<file path="config.mk">
export PLATFORM = sky130hd
export DESIGN_NAME = pair_store_seq
export DESIGN_NICKNAME = d
export VERILOG_FILES = /design/src/rtl/pair_store_pkg.sv /design/src/rtl/psq_decode.sv /design/src/rtl/psq_addr.sv /design/src/rtl/psq_fmt.sv /design/src/rtl/pair_store_seq.sv
export SDC_FILE = /design/constraint.sdc
export NUM_CORES = 1
export LEC_CHECK = 0
export CORE_ASPECT_RATIO = 0.75
export CORE_MARGIN = 2
export CORE_UTILIZATION = 35
export DETAILED_ROUTE_END_ITERATION = 6
export GPL_TIMING_DRIVEN = 0
export PLACE_DENSITY_LB_ADDON = 0.15
export SYNTH_ARGS = -nofsm -noshare
export SYNTH_HDL_FRONTEND = slang
export SYNTH_SLANG_ARGS = --single-unit
</file>
<file path="constraint.sdc">
create_clock -name clk_i -period 13.6 [get_ports clk_i]
set_clock_uncertainty 0.15 [all_clocks]
set_input_delay 1.36 -clock clk_i [delete_from_list [all_inputs] [get_ports clk_i]]
set_output_delay 1.36 -clock clk_i [all_outputs]
set_load 0.05 [all_outputs]
</file>
<file path="src/rtl/pair_store_pkg.sv">
package pair_store_pkg;
  localparam int unsigned XLEN   = 64;
  localparam int unsigned INSN_W = 32;
  localparam int unsigned IDX_W  = 5;
  localparam int unsigned IMM_W  = 7;
  localparam int unsigned BE_W   = XLEN / 8;
  localparam logic [IDX_W-1:0] SP_IDX = '1;

  typedef enum logic [2:0] {
    ST_IDLE, ST_CALC, ST_BEAT0, ST_BEAT1, ST_DONE, ST_FAULT
  } seq_state_e;

  typedef struct packed {
    logic             undef;
    logic             wide;
    logic [IMM_W-1:0] imm;
    logic [IDX_W-1:0] rt2;
    logic [IDX_W-1:0] rn;
    logic [IDX_W-1:0] rt;
  } pair_fields_t;
endpackage

</file>
<file path="src/rtl/psq_decode.sv">
module psq_decode
  import pair_store_pkg::*;
(
  input  logic [INSN_W-1:0] insn_i,
  output pair_fields_t      fields_o
);
  logic unused_fixed;
  assign unused_fixed = ^insn_i[29:22];

  always_comb begin
    fields_o.undef = insn_i[30];
    fields_o.wide  = insn_i[31];
    fields_o.imm   = insn_i[21:15];
    fields_o.rt2   = insn_i[14:10];
    fields_o.rn    = insn_i[9:5];
    fields_o.rt    = insn_i[4:0];
  end
endmodule

</file>
<file path="src/rtl/psq_addr.sv">
module psq_addr
  import pair_store_pkg::*;
#(
  parameter int unsigned AW = XLEN
) (
  input  logic [AW-1:0]    base_i,
  input  logic [IMM_W-1:0] imm_i,
  input  logic             wide_i,
  output logic [AW-1:0]    addr0_o,
  output logic [AW-1:0]    addr1_o
);
  localparam int unsigned NARROW_SH = 2;
  localparam int unsigned WIDE_SH   = 3;

  logic [AW-1:0] imm_sx;
  logic [AW-1:0] offset;
  logic [AW-1:0] step;

  assign imm_sx  = {{(AW-IMM_W){imm_i[IMM_W-1]}}, imm_i};
  assign offset  = wide_i ? (imm_sx << WIDE_SH) : (imm_sx << NARROW_SH);
  assign step    = wide_i ? AW'(1 << WIDE_SH) : AW'(1 << NARROW_SH);
  assign addr0_o = base_i + offset;
  assign addr1_o = addr0_o + step;
endmodule

</file>
<file path="src/rtl/psq_fmt.sv">
module psq_fmt
  import pair_store_pkg::*;
#(
  parameter int unsigned DW = XLEN
) (
  input  logic            wide_i,
  input  logic [DW-1:0]   reg_i,
  output logic [DW-1:0]   wdata_o,
  output logic [DW/8-1:0] be_o
);
  localparam int unsigned NB = DW / 8;

  for (genvar b = 0; b < NB; b++) begin : g_lane
    localparam bit LOW_HALF = (b < NB / 2);
    if (LOW_HALF) begin : g_lo
      assign be_o[b]          = 1'b1;
      assign wdata_o[8*b+:8]  = reg_i[8*b+:8];
    end else begin : g_hi
      assign be_o[b]          = wide_i;
      assign wdata_o[8*b+:8]  = wide_i ? reg_i[8*b+:8] : 8'h00;
    end
  end
endmodule

</file>
<file path="src/rtl/pair_store_seq.sv">
module pair_store_seq
  import pair_store_pkg::*;
#(
  parameter int unsigned SP_ALIGN_W = 4
) (
  input  logic              clk_i,
  input  logic              rst_ni,
  input  logic              start_i,
  input  logic [INSN_W-1:0] insn_i,
  input  logic              priv_i,
  input  logic [XLEN-1:0]   sp_i,
  output logic              idle_o,
  output logic [IDX_W-1:0]  rf_rn_idx_o,
  input  logic [XLEN-1:0]   rf_rn_data_i,
  output logic [IDX_W-1:0]  rf_rt_idx_o,
  input  logic [XLEN-1:0]   rf_rt_data_i,
  output logic [IDX_W-1:0]  rf_rt2_idx_o,
  input  logic [XLEN-1:0]   rf_rt2_data_i,
  output logic              mem_valid_o,
  input  logic              mem_ready_i,
  output logic [XLEN-1:0]   mem_addr_o,
  output logic [XLEN-1:0]   mem_wdata_o,
  output logic [BE_W-1:0]   mem_be_o,
  output logic              mem_wide_o,
  output logic              mem_nt_o,
  output logic              mem_tagchk_o,
  output logic              mem_priv_o,
  output logic              done_o,
  output logic              fault_o,
  output logic              undef_o,
  output logic              sp_fault_o
);
  seq_state_e   st_q;
  pair_fields_t dec, f_q;
  logic         priv_q;
  logic [XLEN-1:0] addr0_q, addr1_q, wd0_q, wd1_q;
  logic [BE_W-1:0] be_q;

  logic [XLEN-1:0] base, addr0, addr1, wd0, wd1;
  logic [BE_W-1:0] be0, be1;
  logic            base_is_sp, sp_mis;

  psq_decode u_dec (.insn_i(insn_i), .fields_o(dec));

  assign base_is_sp = (f_q.rn == SP_IDX);
  assign base       = base_is_sp ? sp_i : rf_rn_data_i;
  assign sp_mis     = base_is_sp && (|sp_i[SP_ALIGN_W-1:0]);

  psq_addr #(.AW(XLEN)) u_addr (
    .base_i(base), .imm_i(f_q.imm), .wide_i(f_q.wide),
    .addr0_o(addr0), .addr1_o(addr1)
  );

  psq_fmt #(.DW(XLEN)) u_fmt0 (
    .wide_i(f_q.wide), .reg_i(rf_rt_data_i), .wdata_o(wd0), .be_o(be0)
  );
  psq_fmt #(.DW(XLEN)) u_fmt1 (
    .wide_i(f_q.wide), .reg_i(rf_rt2_data_i), .wdata_o(wd1), .be_o(be1)
  );

  logic unused_be1;
  assign unused_be1 = ^be1;

  always_ff @(posedge clk_i or negedge rst_ni) begin
    if (!rst_ni) begin
      st_q    <= ST_IDLE;
      f_q     <= '0;
      priv_q  <= 1'b0;
      addr0_q <= '0;
      addr1_q <= '0;
      wd0_q   <= '0;
      wd1_q   <= '0;
      be_q    <= '0;
    end else begin
      unique case (st_q)
        ST_IDLE: if (start_i) begin
          f_q    <= dec;
          priv_q <= priv_i;
          st_q   <= dec.undef ? ST_FAULT : ST_CALC;
        end
        ST_CALC: begin
          if (sp_mis) begin
            st_q <= ST_FAULT;
          end else begin
            addr0_q <= addr0;
            addr1_q <= addr1;
            wd0_q   <= wd0;
            wd1_q   <= wd1;
            be_q    <= be0;
            st_q    <= ST_BEAT0;
          end
        end
        ST_BEAT0: if (mem_ready_i) st_q <= ST_BEAT1;
        ST_BEAT1: if (mem_ready_i) st_q <= ST_DONE;
        default:  st_q <= ST_IDLE;
      endcase
    end
  end

  assign idle_o       = (st_q == ST_IDLE);
  assign rf_rn_idx_o  = f_q.rn;
  assign rf_rt_idx_o  = f_q.rt;
  assign rf_rt2_idx_o = f_q.rt2;
  assign mem_valid_o  = (st_q == ST_BEAT0) || (st_q == ST_BEAT1);
  assign mem_addr_o   = (st_q == ST_BEAT1) ? addr1_q : addr0_q;
  assign mem_wdata_o  = (st_q == ST_BEAT1) ? wd1_q : wd0_q;
  assign mem_be_o     = be_q;
  assign mem_wide_o   = f_q.wide;
  assign mem_nt_o     = 1'b1;
  assign mem_tagchk_o = !base_is_sp;
  assign mem_priv_o   = priv_q;
  assign done_o       = (st_q == ST_DONE);
  assign fault_o      = (st_q == ST_FAULT);
  assign undef_o      = fault_o && f_q.undef;
  assign sp_fault_o   = fault_o && !f_q.undef;

  // memory port is held under backpressure
  a_r9_hold_stable: assert property (@(posedge clk_i) disable iff (!rst_ni)
    mem_valid_o && !mem_ready_i |=> mem_valid_o && $stable(mem_addr_o) &&
      $stable(mem_wdata_o) && $stable(mem_be_o) && $stable(mem_wide_o) &&
      $stable(mem_priv_o) && $stable(mem_tagchk_o));

  // second beat follows first at the element stride
  a_r5_second_addr: assert property (@(posedge clk_i) disable iff (!rst_ni)
    (st_q == ST_BEAT0) && mem_ready_i |=> mem_valid_o &&
      (mem_addr_o == $past(mem_addr_o) + XLEN'(mem_wide_o ? 8 : 4)));

  a_r7_nt_hint: assert property (@(posedge clk_i) disable iff (!rst_ni)
    mem_valid_o |-> mem_nt_o);

  a_r10_done_after_beat: assert property (@(posedge clk_i) disable iff (!rst_ni)
    done_o |-> $past(mem_valid_o && mem_ready_i));

  a_r10_done_pulse: assert property (@(posedge clk_i) disable iff (!rst_ni)
    done_o |=> !done_o && idle_o);

  a_r1_undef_fault: assert property (@(posedge clk_i) disable iff (!rst_ni)
    start_i && idle_o && insn_i[30] |=> fault_o && undef_o && !sp_fault_o && !mem_valid_o);

  a_r8_fault_no_write: assert property (@(posedge clk_i) disable iff (!rst_ni)
    fault_o |-> !mem_valid_o && $past(!mem_valid_o));

  a_r11_busy_ignores: assert property (@(posedge clk_i) disable iff (!rst_ni)
    !idle_o |=> $stable(mem_wide_o) && $stable(mem_priv_o) && $stable(rf_rt_idx_o));
endmodule

</file>
Word level (Yosys, flattened, before mapping)
Cells that the tools add are included.
{"block": "classes", "add_sub_neg": 2, "n_eq_ne": 9, "mux": 19, "n_bitwise": 1, "reduce_logical": 11}
{"cell": "64-bit 2-to-1 mux", "count": 3}
{"cell": "64-bit by 4-bit adder with 64-bit output", "count": 1}
{"cell": "64-bit adder", "count": 1}
{"cell": "8-bit 2-to-1 mux", "count": 8}
{"cell": "3-bit 2-to-1 mux", "count": 5}
{"cell": "3-bit one-hot mux with 4 select lines", "count": 1}
{"cell": "9-bit 2-to-1 mux", "count": 1}
{"cell": "3-bit by 2-bit == test with 1-bit output, second input constant", "count": 2}
{"cell": "3-bit == test, second input constant", "count": 2}
{"cell": "2-bit != test, second input constant", "count": 3}
{"cell": "5-bit == test, second input constant", "count": 1}
{"cell": "4-bit 2-to-1 mux", "count": 1}
{"cell": "2-bit AND reduction", "count": 2}
{"cell": "4-bit OR reduction", "count": 1}
{"cell": "3-bit by 1-bit == test with 1-bit output, second input constant", "count": 1}
{"cell": "1-bit logical AND", "count": 3}
{"cell": "3-bit zero test", "count": 1}
{"cell": "3-bit AND reduction", "count": 1}
{"cell": "1-bit zero test", "count": 2}
{"cell": "1-bit logical OR", "count": 1}
{"cell": "1-bit inverter", "count": 1}
{"block": "word_totals", "register_bits": 289, "in_bits": 293, "output_inout_bits": 161, "word_cells": 55}

Longest topological paths before layout
{"block": "logic_depth", "depth_word": 4, "mapped_depth": 21, "mapped_depth_nobuf": 17}

Hierarchy
Synthesis repeated with hierarchy kept, for this count alone.
{"block": "hier_totals", "hier_cells": 1979, "area_unflattened_um2": 21179.1}
{"module": "pair_store_seq", "instances": 1, "cells_each": 873, "area_each_um2": 13471.7, "seq_area_each_um2": 7307.0}
{"module": "psq_addr", "instances": 1, "cells_each": 930, "area_each_um2": 6408.6, "seq_area_each_um2": 0.0}
{"module": "psq_fmt", "instances": 2, "cells_each": 76, "area_each_um2": 559.3, "seq_area_each_um2": 0.0}
{"module": "psq_decode", "instances": 1, "cells_each": 24, "area_each_um2": 180.2, "seq_area_each_um2": 0.0}

Worst setup path before layout
Ideal clock, no wire load.
{"block": "synth_path", "kind": "register to register", "start": "reg f_q (netlist bit rf_rn_idx_o[2])", "end": "reg addr1_q[61]", "setup_ns": 0.082, "arrival_ns": 5.830, "t_required_ns": 13.368, "setup_slack_ns": 7.538, "stages_incl_launch_ff": 18, "n_path_buf": 2, "cell_sequence": "dfrtp_1 -> and3_1 -> nand3_1 -> clkbuf_1 -> clkbuf_1 -> mux2_2 -> ha_1 -> o211ai_1 -> o21ai_2 -> a211oi_1 -> o21ai_2 -> a2111oi_0 -> nor2_1 -> xnor2_1 -> or4_4 -> or4_4 -> or4_1 -> a31oi_1"}
{"block": "synth_between", "elab_chain_len": 4, "elab_cells_between_ends": 7}
{"item": "from (decl)", "line_no": "pair_store_seq.sv:34", "text": "pair_fields_t dec, f_q;"}
{"item": "from (signal assigned)", "line_no": "pair_store_seq.sv:67", "text": "f_q <= '0;"}
{"item": "from (signal assigned)", "line_no": "pair_store_seq.sv:77", "text": "f_q <= dec;"}
{"item": "5-bit == test *", "line_no": "pair_store_seq.sv:45", "text": "assign base_is_sp = (f_q.rn == SP_IDX);"}
{"item": "64-bit 2-to-1 mux / 1-bit logical AND (equally long branches)", "line_no": "pair_store_seq.sv:46, pair_store_seq.sv:47"}
{"item": "64-bit adder / 1-bit inverter (equally long branches)"}
{"item": "64-bit by 4-bit adder with 64-bit output / 2-bit AND reduction (equally long branches)"}
{"item": "to (signal assigned)", "line_no": "pair_store_seq.sv:86", "text": "addr1_q <= addr1;"}
{"item": "to (decl)", "line_no": "pair_store_seq.sv:36", "text": "logic [XLEN-1:0] addr0_q, addr1_q, wd0_q, wd1_q;"}
Every way passes the cells marked *; elsewhere a longest branch is shown, timed or not.
A chain may end at the register's enable or synchronous reset.

Final worst setup path
Ends and elaborated chain as after synthesis.

==> metrics.md <==
| Metric | Value |
|---|---|
| Status | `finished clean` |
| Largest net degree at the start of global routing | `98` |
| Slew @ Worst Pin | `approximately 1.2 ns` |
| Bufs and invs on worst path | `2` |
| # clock sinks | `284` |
| Area grow syn2layout | `33.4%` |
| Final Hold Fails | `0` |
| Port Buf Inserts | `444` |
| Yosys cell types | `93` |
| Ratio of final minimum period to clock period | `between 50% and 60%` |
| DRT iter0 DRCs | `1370` |
| Ys async rst share | `100%` |
| Seq/Total Area, Yosys | `a little under two fifths` |
| CP max stage delay | `0.93 ns` |
| Filler Cells Inserted | `about 5200` |
| Post-synthesis cell area | `19200 sq um` |
| WP data arrival | `between 8 and 9 ns` |
| Maximum capacitance violations | `0` |
| First-pass GRT wire length | `106000 um` |
| Clock slew at reported path FFs | `0.07 ns` |
| Synth Net Count | `2583` |
| Drt first pass iters | `5` |
| Crit path kind | `reg -> reg` |
| EDFF count, synth | `0` |
| Die W | `275 um` |
| Root Buffer Master | `clkbuf_16` |
| GRT Total Usage | `~24%` |
| Gr ovfl total | `0` |
| Synth warn | `0` |
| Crit path max-delay family | `simple AND/OR/NAND/NOR gates` |
| Count leader, synth | `nand2_1` |
| Die Y | `207 um` |
| Largest cells by area after synthesis | `dfrtp_1 (37%), mux2_2 (13%), nand2_1 (11%)` |
| Share of cells above drive strength 1 | `between 10% and 20%` |
| Mapped Cells | `~2200` |
| F_max | `between 0.1 and 0.15 GHz` |
| Synth cell count leaders | `nand2_1 (563), dfrtp_1 (284), mux2_2 (220), o21ai_0 (135), nand3_1 (105)` |
| Most used DFF post-synth | `dfrtp_1` |
| Residual DRC count | `0` |
| Number of post-CTS setup repair buffers | `0` |
| CP required | `around 14 ns` |
| PD cells | `299 nW/um^2` |
| RD Place Congestion | `0.931` |
| Post-CTS Resized | `0` |
| Routed len/inst | `just over 20 um` |
| Synth top area share | `37.0%` |
| Full die area | `56800 sq um` |
| Worst path slowest cell | `clkbuf_1` |
| Minimum clock period | `7.73 ns` |
| Ports | `~450` |
| Vias in the first global route | `17500` |
| Final setup violation count | `0` |
| Clock Path Buffers | `3` |
| Initial core utilization | `35.4%` |
| Rows | `74` |
| Hold_buf cts | `0` |
| Worst vdd ir | `155 uV` |
| Unrepaired setup endpoints after global routing | `false` |
| Core box area | `approximately 54000 sq um` |
| Antenna Nets Post-Route | `0` |
| Critical path launch point type | `flip-flop` |
| Num CTS Buffers | `30` |
| Worst Hold Class | `reg -> reg` |
| Setup WS pre-CTS | `5.77 ns` |
| WHS | `slightly above 0.3 ns` |
| Final worst slack | `5.87 ns` |
| H-tree Lvls | `1` |
| Avg Synthesized Cell Area | `8.65 sq um` |
| Lkg Pwr | `0.0112 uW` |
| Total number of vias | `18300` |
| Max transition margin | `16.5%` |
| Crit. End Element | `flip-flop` |
| Detailed Route WL | `71700 um` |
| Final HPWL DP | `~57000 um` |
| Clk_lat worst skew | `about 0.58 ns` |
| Post-synthesis register bit count | `284` |
| # nets final | `around 3100` |
| Via/cell ratio | `5.31` |
| Dominant cell type by area after synthesis | `dfrtp_1` |
| Max Slew Vio Count | `0` |
| CTS tree | `yes` |
| Antenna violations before repair | `2` |
| CP Cell Sequence | `and3_1 > nand3_1 > clkbuf_2 > clkbuf_1 > mux2_2 > ha_1 > o211ai_1 > o21ai_2 > a211oi_1 > o21ai_2 > a2111oi_0 > nor2_1 > xnor2_1 > or4_4 > or4_4 > or4_1 > a31oi_1` |
| Critical path peak fanout | `10` |
==> worst register-to-register path, delay by kind of cell, from the launching register on <==
kind                     cells  cell delay [ns]
AND/OR/NAND/NOR              6             2.27
AO/OA/AOI/OAI                6             2.16
buffers and inverters        2             1.51
multiplexers                 1             0.48
adder cells (fa/ha/maj)      1             0.40
flip-flops                   1             0.39
XOR/XNOR                     1             0.29
==> final cells by class <==
class | instances | area [sq um] | area share [%]
Antenna cell | 1 | 2.50 | 0.00977
Clock buffer | 44 | 863 | 3.37
Buffer | 157 | 803 | 3.13
Multi-Input combinational cell | 1757 | 11200 | 43.8
Inverter | 24 | 90.1 | 0.352
Clock inverter | 10 | 115 | 0.449
Sequential cell | 284 | 7110 | 27.7
Tap cell | 722 | 903 | 3.53
Timing Repair Buffer | 447 | 4520 | 17.7
==> stage by stage <==
stage / cells / util, % / cell area [sq um] / power, uW / TNS (ns)
5_1_grt: 3446 / 47.2 / 25600 / 8180 / 0
3_5_place_dp: 3391 / 45.3 / 24600 / 6780 / 0
4_1_cts: 3445 / 47.1 / 25600 / 7650 / 0
2_1_floorplan: 2222 / - / 19200 / 5110 / 0
6_report: 3446 / 47.2 / 25600 / 7650 / 0
3_3_place_gp: 3388 / 45.2 / 24600 / 6710 / -451.43
==> flip-flops by register name, summed over array words and instances, names as in the netlist <==
register	count
addr1_q	62
mem_wide_o	1
rf_rt_idx_o	5
mem_be_o	2
wd1_q	64
mem_priv_o	1
st_q	3
rf_rn_idx_o	5
wd0_q	64
f_q	8
addr0_q	64
rf_rt2_idx_o	5
==> routing by layer <==
layer	track usage, %	wire length, um	up-vias
met2	36.9	30800	591
met4	5.63	1810	0
met5	0	0	-
met3	3.69	4430	89
met1	36.6	34600	8872
li1	-	-	8745
==> cell usage in the layout, fill, tap and decap left out, types with 34 or more instances in the layout <==
cell type        netlist  layout
nand2_1              563     563
o21ai_0              135     135
clkdlybuf4s50_1        0     443
nor2_1                96      96
xnor2_1               44      44
a21oi_1               90      90
nor3_1                38      38
nand3_1              105     105
clkbuf_1              91      98
ha_1                  66      66
nand4_1               34      34
dfrtp_1              284     283
xor2_1                38      38
mux2_2               220     220
==> report_power, final <==
group          switching, uW  internal [uW]
Clock                    357            476
Sequential               226           1270
Combinational           3470           1850
Total                   4060           3600
==> kinds of logic (layout without fill, tap and decap cells) <==
| kind of cell | count (synthesis) | after routing | synth area share (%) |
|---|---|---|---|
| AOI/OAI and AO/OA | 410 | 410 | 13.8 |
| xor gates and xnor gates | 83 | 83 | 3.82 |
| adders and majority gates | 68 | 68 | 4.51 |
| buffers and inverters | 181 | 682 | 4.64 |
| DFF | 284 | 284 | 37.0 |
| muxes | 232 | 232 | 13.5 |
| other | 1 | 2 | 0.0195 |
| and+or+nand+nor | 963 | 963 | 22.7 |
==> path summary, 6_finish.rpt <==
path | from | end | slack [ns] | cells after the start
setup / recovery | rf_rn_idx_o[2]$_DFFE_PN0P_ | addr1_q[61]$_DFFE_PN0P_ | 5.87 | 17
hold / removal | wd0_q[37]$_DFFE_PN0P_ | wd0_q[37]$_DFFE_PN0P_ | 0.31 | 2
setup reg to reg | rf_rn_idx_o[2]$_DFFE_PN0P_ | addr1_q[61]$_DFFE_PN0P_ | 5.87 | 17
hold reg to reg | wd0_q[37]$_DFFE_PN0P_ | wd0_q[37]$_DFFE_PN0P_ | 0.31 | 2
max in group asynchronous | rst_ni | wd1_q[50]$_DFFE_PN0P_ | 11.26 | 3
min in group asynchronous | rst_ni | rf_rt_idx_o[2]$_DFFE_PN0P_ | 0.62 | 1
Note: power is estimated with default switching activity, not from simulation.
